## config.mk

```make
export PLATFORM = sky130hd
export DESIGN_NAME = seg_xlate
export DESIGN_NICKNAME = d
export VERILOG_FILES = /design/src/rtl/seg_pkg.sv /design/src/rtl/seg_table.sv /design/src/rtl/seg_check.sv /design/src/rtl/seg_xlate.sv
export SDC_FILE = /design/constraint.sdc
export NUM_CORES = 1
export LEC_CHECK = 0
export BUFFER_PORTS_ARGS = -buffer_cell sky130_fd_sc_hd__buf_2
export CAP_MARGIN = 10
export CORE_MARGIN = 5
export CORE_UTILIZATION = 45
export CTS_CLUSTER_SIZE = 8
export DETAILED_ROUTE_END_ITERATION = 8
export PLACE_DENSITY = 0.74
export SLEW_MARGIN = 10
export SYNTH_ARGS = -nofsm -noshare
export SYNTH_HDL_FRONTEND = slang
export SYNTH_SLANG_ARGS = --single-unit
```

## constraint.sdc

```tcl
create_clock -name clk -period 9 [get_ports clk]
set_input_delay 1.35 -clock clk [delete_from_list [all_inputs] [get_ports clk]]
set_output_delay 1.35 -clock clk [all_outputs]
set_load 0.01 [all_outputs]
```

## src/rtl/seg_pkg.sv

```systemverilog
package seg_pkg;
    // Reason an access was refused; value 0 means the access was granted.
    typedef enum logic [1:0] {
        CAUSE_NONE  = 2'd0,
        CAUSE_BOUND = 2'd1,
        CAUSE_PROT  = 2'd2,
        CAUSE_INVAL = 2'd3
    } cause_e;
endpackage

```

## src/rtl/seg_table.sv

```systemverilog
module seg_table #(
    parameter int N_SEG = 4,
    parameter int PA_W  = 16,
    parameter int SZ_W  = 13,
    parameter int IDX_W = $clog2(N_SEG)
) (
    input  logic             clk,
    input  logic             rst_n,
    input  logic             kern_i,
    input  logic             wr_en_i,
    input  logic [IDX_W-1:0] wr_sel_i,
    input  logic [PA_W-1:0]  wr_base_i,
    input  logic [SZ_W-1:0]  wr_size_i,
    input  logic             wr_rw_i,
    input  logic             wr_valid_i,
    input  logic [IDX_W-1:0] rd_sel_i,
    output logic             rd_valid_o,
    output logic             rd_rw_o,
    output logic [PA_W-1:0]  rd_base_o,
    output logic [SZ_W-1:0]  rd_size_o,
    output logic             priv_fault_o
);
    typedef struct packed {
        logic [N_SEG-1:0]            valid;
        logic [N_SEG-1:0]            rw;
        logic [N_SEG-1:0][PA_W-1:0]  base;
        logic [N_SEG-1:0][SZ_W-1:0]  size;
        logic                        priv;
    } state_t;

    state_t st_d, st_q;

    always_comb begin
        st_d      = st_q;
        st_d.priv = 1'b0;
        if (wr_en_i) begin
            if (kern_i) begin
                st_d.valid[wr_sel_i] = wr_valid_i;
                st_d.rw[wr_sel_i]    = wr_rw_i;
                st_d.base[wr_sel_i]  = wr_base_i;
                st_d.size[wr_sel_i]  = wr_size_i;
            end else begin
                st_d.priv = 1'b1;
            end
        end
    end

    always_ff @(posedge clk or negedge rst_n) begin
        if (!rst_n) st_q <= '0;
        else        st_q <= st_d;
    end

    assign rd_valid_o   = st_q.valid[rd_sel_i];
    assign rd_rw_o      = st_q.rw[rd_sel_i];
    assign rd_base_o    = st_q.base[rd_sel_i];
    assign rd_size_o    = st_q.size[rd_sel_i];
    assign priv_fault_o = st_q.priv;

    // a privileged write is visible in the table after the edge
    a_r7_write_lands: assert property (@(posedge clk) disable iff (!rst_n)
        (wr_en_i && kern_i) |=>
            (st_q.base[$past(wr_sel_i)] == $past(wr_base_i)) &&
            (st_q.size[$past(wr_sel_i)] == $past(wr_size_i)) &&
            (st_q.rw[$past(wr_sel_i)] == $past(wr_rw_i)) &&
            (st_q.valid[$past(wr_sel_i)] == $past(wr_valid_i)));

    // an unprivileged write changes no table field
    a_r8_user_write_dropped: assert property (@(posedge clk) disable iff (!rst_n)
        (wr_en_i && !kern_i) |=>
            $stable(st_q.valid) && $stable(st_q.rw) &&
            $stable(st_q.base) && $stable(st_q.size));

    // the fault flag follows a dropped write and nothing else
    a_r8_flag_raised: assert property (@(posedge clk) disable iff (!rst_n)
        (wr_en_i && !kern_i) |=> priv_fault_o);
    a_r8_flag_quiet: assert property (@(posedge clk) disable iff (!rst_n)
        !(wr_en_i && !kern_i) |=> !priv_fault_o);
endmodule

```

## src/rtl/seg_check.sv

```systemverilog
module seg_check
    import seg_pkg::*;
#(
    parameter int VA_W  = 14,
    parameter int OFF_W = 12,
    parameter int PA_W  = 16,
    parameter int SZ_W  = OFF_W + 1
) (
    input  logic [VA_W-1:0] vaddr_i,
    input  logic            kern_i,
    input  logic            store_i,
    input  logic            valid_i,
    input  logic            rw_i,
    input  logic [PA_W-1:0] base_i,
    input  logic [SZ_W-1:0] size_i,
    output logic [PA_W-1:0] paddr_o,
    output logic            trap_o,
    output cause_e          cause_o
);
    logic [OFF_W-1:0] off;
    logic [PA_W-1:0]  off_ext;
    logic [PA_W-1:0]  va_ext;

    always_comb begin
        off     = vaddr_i[OFF_W-1:0];
        off_ext = {{(PA_W-OFF_W){1'b0}}, off};
        va_ext  = {{(PA_W-VA_W){1'b0}}, vaddr_i};
        cause_o = CAUSE_NONE;
        if (!kern_i) begin
            if (!valid_i)                               cause_o = CAUSE_INVAL;
            else if ({{(SZ_W-OFF_W){1'b0}}, off} >= size_i) cause_o = CAUSE_BOUND;
            else if (store_i && !rw_i)                  cause_o = CAUSE_PROT;
        end
        trap_o = (cause_o != CAUSE_NONE);
        if (kern_i)      paddr_o = va_ext;
        else if (trap_o) paddr_o = '0;
        else             paddr_o = base_i + off_ext;
    end
endmodule

```

## src/rtl/seg_xlate.sv

```systemverilog
module seg_xlate
    import seg_pkg::*;
#(
    parameter int VA_W  = 14,
    parameter int OFF_W = 12,
    parameter int PA_W  = 16,
    parameter int SEG_W = VA_W - OFF_W,
    parameter int SZ_W  = OFF_W + 1
) (
    input  logic             clk,
    input  logic             rst_n,
    input  logic             kern_i,
    input  logic             wr_en_i,
    input  logic [SEG_W-1:0] wr_sel_i,
    input  logic [PA_W-1:0]  wr_base_i,
    input  logic [SZ_W-1:0]  wr_size_i,
    input  logic             wr_rw_i,
    input  logic             wr_valid_i,
    input  logic [VA_W-1:0]  vaddr_i,
    input  logic             store_i,
    output logic [PA_W-1:0]  paddr_o,
    output logic             trap_o,
    output logic [1:0]       trap_cause_o,
    output logic             priv_fault_o
);
    localparam int N_SEG = 1 << SEG_W;

    logic             ent_valid, ent_rw;
    logic [PA_W-1:0]  ent_base;
    logic [SZ_W-1:0]  ent_size;
    cause_e           cause;

    seg_table #(.N_SEG(N_SEG), .PA_W(PA_W), .SZ_W(SZ_W), .IDX_W(SEG_W)) u_table (
        .clk(clk), .rst_n(rst_n), .kern_i(kern_i),
        .wr_en_i(wr_en_i), .wr_sel_i(wr_sel_i), .wr_base_i(wr_base_i),
        .wr_size_i(wr_size_i), .wr_rw_i(wr_rw_i), .wr_valid_i(wr_valid_i),
        .rd_sel_i(vaddr_i[VA_W-1:OFF_W]),
        .rd_valid_o(ent_valid), .rd_rw_o(ent_rw), .rd_base_o(ent_base),
        .rd_size_o(ent_size), .priv_fault_o(priv_fault_o)
    );

    seg_check #(.VA_W(VA_W), .OFF_W(OFF_W), .PA_W(PA_W), .SZ_W(SZ_W)) u_check (
        .vaddr_i(vaddr_i), .kern_i(kern_i), .store_i(store_i),
        .valid_i(ent_valid), .rw_i(ent_rw), .base_i(ent_base), .size_i(ent_size),
        .paddr_o(paddr_o), .trap_o(trap_o), .cause_o(cause)
    );

    assign trap_cause_o = cause;

    // kernel accesses bypass the table
    a_r6_kern_bypass: assert property (@(posedge clk) disable iff (!rst_n)
        kern_i |-> (paddr_o == {{(PA_W-VA_W){1'b0}}, vaddr_i}) && !trap_o);

    // an invalid entry always reports the invalid cause
    a_r5_invalid: assert property (@(posedge clk) disable iff (!rst_n)
        (!kern_i && !ent_valid) |-> trap_o && (trap_cause_o == 2'd3));

    // out-of-range offset in a valid segment reports a bound fault
    a_r2_bound: assert property (@(posedge clk) disable iff (!rst_n)
        (!kern_i && ent_valid && ({1'b0, vaddr_i[OFF_W-1:0]} >= ent_size))
            |-> trap_o && (trap_cause_o == 2'd1) && (paddr_o == '0));

    // in-range store to a read-only segment reports a protection fault
    a_r3_prot: assert property (@(posedge clk) disable iff (!rst_n)
        (!kern_i && ent_valid && ({1'b0, vaddr_i[OFF_W-1:0]} < ent_size)
         && store_i && !ent_rw) |-> trap_o && (trap_cause_o == 2'd2));

    // a granted user access lands at base plus offset
    a_r1_granted_addr: assert property (@(posedge clk) disable iff (!rst_n)
        (!kern_i && !trap_o) |->
            (paddr_o == ent_base + {{(PA_W-OFF_W){1'b0}}, vaddr_i[OFF_W-1:0]})
            && (trap_cause_o == 2'd0));
endmodule

```

# --- After elaboration in Yosys (flattened, before gate mapping) ---
# Cells that the tools add are included.
word_totals:
  output_inout_bits: 20
  reg_bits: 125
  wordCells: 47
  in_bits: 52
classes:
  order_cmp: 4
  n_mux: 26
  reduce_logical: 5
  addsub: 1
ops:
  columns: ["cell", "count"]
  rows:
  - ["$bwmux W64", 1]
  - ["$mux W16", 4]
  - ["$bwmux W52", 1]
  - ["$bmux W16 S2", 1]
  - ["$demux W16 S2", 1]
  - ["$bmux W13 S2", 1]
  - ["$demux W13 S2", 1]
  - ["$mux W13", 2]
  - ["$add A16 B12 Y16", 1]
  - ["$ge A12 B13 Y1", 1]
  - ["$bwmux W4", 2]
  - ["$mux W2", 4]
  - ["$lt A2 B3 Y1 const B", 2]
  - ["$mux W1", 5]
  - ["$bmux W1 S2", 2]
  - ["$demux W1 S2", 1]
  - ["$ge A2 B1 Y1 const B", 1]
  - ["$logic_and A1 B1 Y1", 2]
  - ["$reduce_and A2 Y1", 1]
  - ["$reduce_bool A2 Y1", 1]
  - ["$logic_not A1 Y1", 1]

# --- Depth between registers and ports, before layout ---
depth:
  word_depth: 11
  mapped_depth: 13
  ltp_nobuf: 9

# --- Modules after synthesis ---
# A second synthesis with hierarchy kept.
hier_totals:
  cells_unflattened: 470
  hier_area_um2: 6526.3
modules_own_cells:
  columns: ["module", "n_inst", "seq_area_each_um2", "cells_per_inst", "area_each_um2"]
  rows:
  - ["seg_table", 1, 3128.0, 303, 5377.7]
  - ["seg_check", 1, 0.0, 167, 1148.6]

# --- Worst setup path before layout ---
# OpenSTA, ideal clock, no wires.
synth_path:
  path_kind: "input port to output port"
  startpoint: "in vaddr_i[12]"
  endpoint: "out paddr_o[3]"
  stages: 12
  t_required_ns: 7.650
  t_arrival_ns: 4.374
  path_slack_ns: 3.276
  n_path_buf: 3
  cell_sequence: "buf_4 -> buf_6 -> buf_2 -> mux4_2 -> inv_1 -> ha_1 -> nand3_1 -> o21bai_1 -> a311o_1 -> a31oi_2 -> mux2_4 -> o41ai_1"
synth_via:
  elab_chain_len: 11
  elab_cells_between_ends: 19
  cone_classes: "1 x add/sub; 1 x order compare; 14 x mux; 3 x reduce/logical"
synth_lines:
  columns: ["item", "line_no", "rtl"]
  rows:
  - ["start: declaration", "seg_xlate.sv:19", "input logic [VA_W-1:0] vaddr_i,"]
  - ["branches (longest 9 deep; another with $ge A12 B13 Y1)", null, null]
  - ["$mux W16 (*)", "seg_check.sv:36", "else if (trap_o) paddr_o = '0;"]
  - ["$mux W16 (*)", "seg_check.sv:35", "if (kern_i) paddr_o = va_ext;"]
  - ["end: declaration", "seg_xlate.sv:21", "output logic [PA_W-1:0] paddr_o,"]
# Every way passes the cells marked *. The select of a mux whose other input is x is not followed.

# --- Final worst setup path ---
# Same ends and word-level chain as after synthesis.

==> flow_summary.json <==
{
  "worst_ep_required_time_ns": 7.65,
  "h-tree-depth": 4,
  "clockRootBuffer": "clkbuf_16",
  "syn_avg_cell_area_sq_um": 13.8,
  "grt_pass1_vias": 4480,
  "max_cap_viol_count": 0,
  "dr_wl_met2_um": 7560,
  "yosysSeqAreaShare_pct": 47.9,
  "layout_common_cells": "dfrtp_1 (125), mux2_2 (124), buf_2 (70)",
  "final_common_cell": "dfrtp_1",
  "p_total_mw": 1.93,
  "post_cts_buffers": 0,
  "crit_type": "primary input to output pin",
  "peakVddDrop_v": 0.000148,
  "r2r_slack_ns": 8.21,
  "diodes": 0,
  "slew_viol_final": 0,
  "hold-path-endpoint": "u_table.st_q[27]",
  "timing.rr.end": "u_table.st_q[17]",
  "cp.buffers_inverters": 4,
  "antenna_found_initial": 2,
  "relSlewSlack_pct": 42.8,
  "crit_chain": "buf_2 > buf_4 > mux4_2 > inv_1 > ha_1 > nand3_1 > o21bai_1 > a311o_1 > a31oi_2 > mux2_4 > o41ai_1 > buf_2",
  "fin_nets": 620,
  "cpMostUsedCell": "buf_2",
  "period_needed_ns": 6.44,
  "synth_ff_type": "dfrtp_1",
  "holdPathStages": 1,
  "cts.sinks": 125,
  "cts_buffers": 17,
  "yosysUniqueCellTypes": 48,
  "ctsHoldBuffers": 0,
  "finalSetupViolations": 0,
  "cp_top_family": "compound AO/OA/AOI/OAI gates",
  "synth_enable_flop_cells": 0,
  "finalSetupTns_ns": 0,
  "synth_fp_nets": 549,
  "status": "finished, final reports clean",
  "hold_violations": 0,
  "row_count": 44,
  "area_growth_pct": 17.4,
  "rsz0062_at_grt": "false",
  "drt_iter0_drc": 267,
  "cpPeakStageDelay_ns": 0.54,
  "r2r_cells": 1,
  "clock_path_buffers": 2,
  "ys_seq_elements": 125,
  "rr_startpoint": "u_table.st_q[17]",
  "firstDrtPassIters": 4,
  "hp-class": "flip-flop to flip-flop",
  "num_io_pins": 72,
  "grt-ovfl-total": 0,
  "die_w_um": 130,
  "wl_per_cell_um": 20.2,
  "cts_tree": "done",
  "start_util_pct": 45.4,
  "critPathSlowestCell": "mux4_2",
  "grt_pass1_wl_um": 24400,
  "grt.total_usage_pct": 19.0,
  "wl_met1_um": 6280,
  "ant_nets": 0,
  "tightest_slew_ns": 0.858,
  "clock_latency_ns": 0.42,
  "cts.clk_slew.worst_paths_ns": 0.05,
  "end_kind": "output pin",
  "timing.fmax_mhz": 155,
  "highest_layer": "met5",
  "crit_path_max_fanout": 19,
  "gp_congestion": 0.890,
  "skew_ns": 0,
  "synthArstFlopShare_pct": 100,
  "syn_inst": 472,
  "met3_length_um": 880,
  "dieArea_sq_um": 17000,
  "cts_resized": 0,
  "power_density_nw_per_um2": 252,
  "critPathArrivalTime_ns": 5.09,
  "critPathLaunchType": "primary input",
  "syn_area_sq_um": 6530,
  "dpl.hpwl_um": 10300,
  "fillers": 1154,
  "yosysWarnings": 0,
  "placedCellCount": 708,
  "wirelength_um": 15000,
  "io_buffers": 71,
  "layoutNonFillerInstCount": 740,
  "min_period_over_period_pct": 71.6,
  "vias_per_cell": 5.71,
  "design.core.area_sq_um": 14400,
  "hp-start": "u_table.st_q[27]",
  "drc_errors": 0,
  "grt_max_degree": 66,
  "die_y_um": 130,
  "vias": 4229,
  "drive_gt1_share_pct": 49.3,
  "leakage_nw": 3.40
}
worst max-delay path by stage:
stage | from | to | slack, ns | cells after the start
floorplan | vaddr_i[12] | paddr_o[3] | 3.28 | 12
global placement | vaddr_i[12] | paddr_o[3] | 2.62 | 12
detailed placement | vaddr_i[12] | paddr_o[3] | 2.49 | 12
CTS | vaddr_i[12] | paddr_o[3] | 2.48 | 12
global route | vaddr_i[12] | paddr_o[3] | 2.27 | 12
finish | vaddr_i[12] | paddr_o[3] | 2.56 | 12
report_power, final:
part	switching, mW	internal (mW)
Clock	0.263	0.439
Combinational	0.231	0.255
Sequential	0.0604	0.686
sequential cells by signal, indices dropped and copies added, names as in the netlist:
signal	count
u_table.priv_fault_o	1
u_table.st_q	124
logic make-up (layout without fill, tap and decap cells):
group | after synthesis | in the layout | synth area share (%)
AO/OA/AOI/OAI | 58 | 58 | 6.61
XOR/XNOR | 10 | 10 | 1.34
buffers and inverters | 38 | 122 | 2.47
AND/OR/NAND/NOR | 59 | 59 | 4.29
flip-flops | 125 | 125 | 47.9
adder cells (fa/ha/maj) | 25 | 25 | 4.91
multiplexers | 157 | 157 | 32.5
area by class of cell:
class	count	area, sq um	area share (%)
multi-input combinational	309	3240	42.3
clock buffer	17	425	5.55
timing repair buffer	77	403	5.26
inverter	13	48.8	0.637
sequential	125	3130	40.8
clock inverter	15	186	2.43
tap	184	230	3.00
per-layer routing:
| layer | GRT usage (%) | vias to the layer above |
|---|---|---|
| met5 | 0 | - |
| met4 | 6.29 | 4 |
| met3 | 5.49 | 20 |
| met2 | 31.3 | 104 |
| met1 | 24.3 | 2183 |
| li1 | - | 1918 |
stage by stage:
stage / utilization, % / hold WS (ns) / setup slack [ns] / cell area (sq um)
final: 53.4 / 0.500 / 2.56 / 7670
after CTS: 53.4 / 0.502 / 2.48 / 7670
after global routing: 53.4 / 0.518 / 2.27 / 7670
after global placement: 49.1 / 0.481 / 2.62 / 7050
after detailed placement: 49.1 / 0.489 / 2.49 / 7050
after floorplan: - / 0.474 / 3.28 / 6530
cell usage after synthesis, drive strengths merged, types with 2 or more instances:
cell / number / area, sq um
o41ai: 3 / 26.3
nand4: 2 / 12.5
o31ai: 10 / 75.1
inv: 13 / 48.8
dfrtp: 125 / 3130
nor2: 10 / 37.5
o21a: 3 / 22.5
nor3: 4 / 20.0
buf: 14 / 71.3
a21oi: 8 / 40.0
o21ai: 10 / 53.8
nand2: 25 / 93.8
a221oi: 2 / 23.8
xor2: 6 / 52.6
clkbuf: 11 / 41.3
nand2b: 5 / 31.3
nand3: 5 / 25.0
ha: 24 / 300
nor2b: 2 / 12.5
xnor2: 4 / 35.0
mux2: 125 / 1410
o21bai: 2 / 15.0
mux4: 31 / 698
a211oi: 5 / 47.5
a21o: 7 / 53.8
and3: 2 / 12.5
a31oi: 3 / 31.3
(Power assumes the default switching activity.)
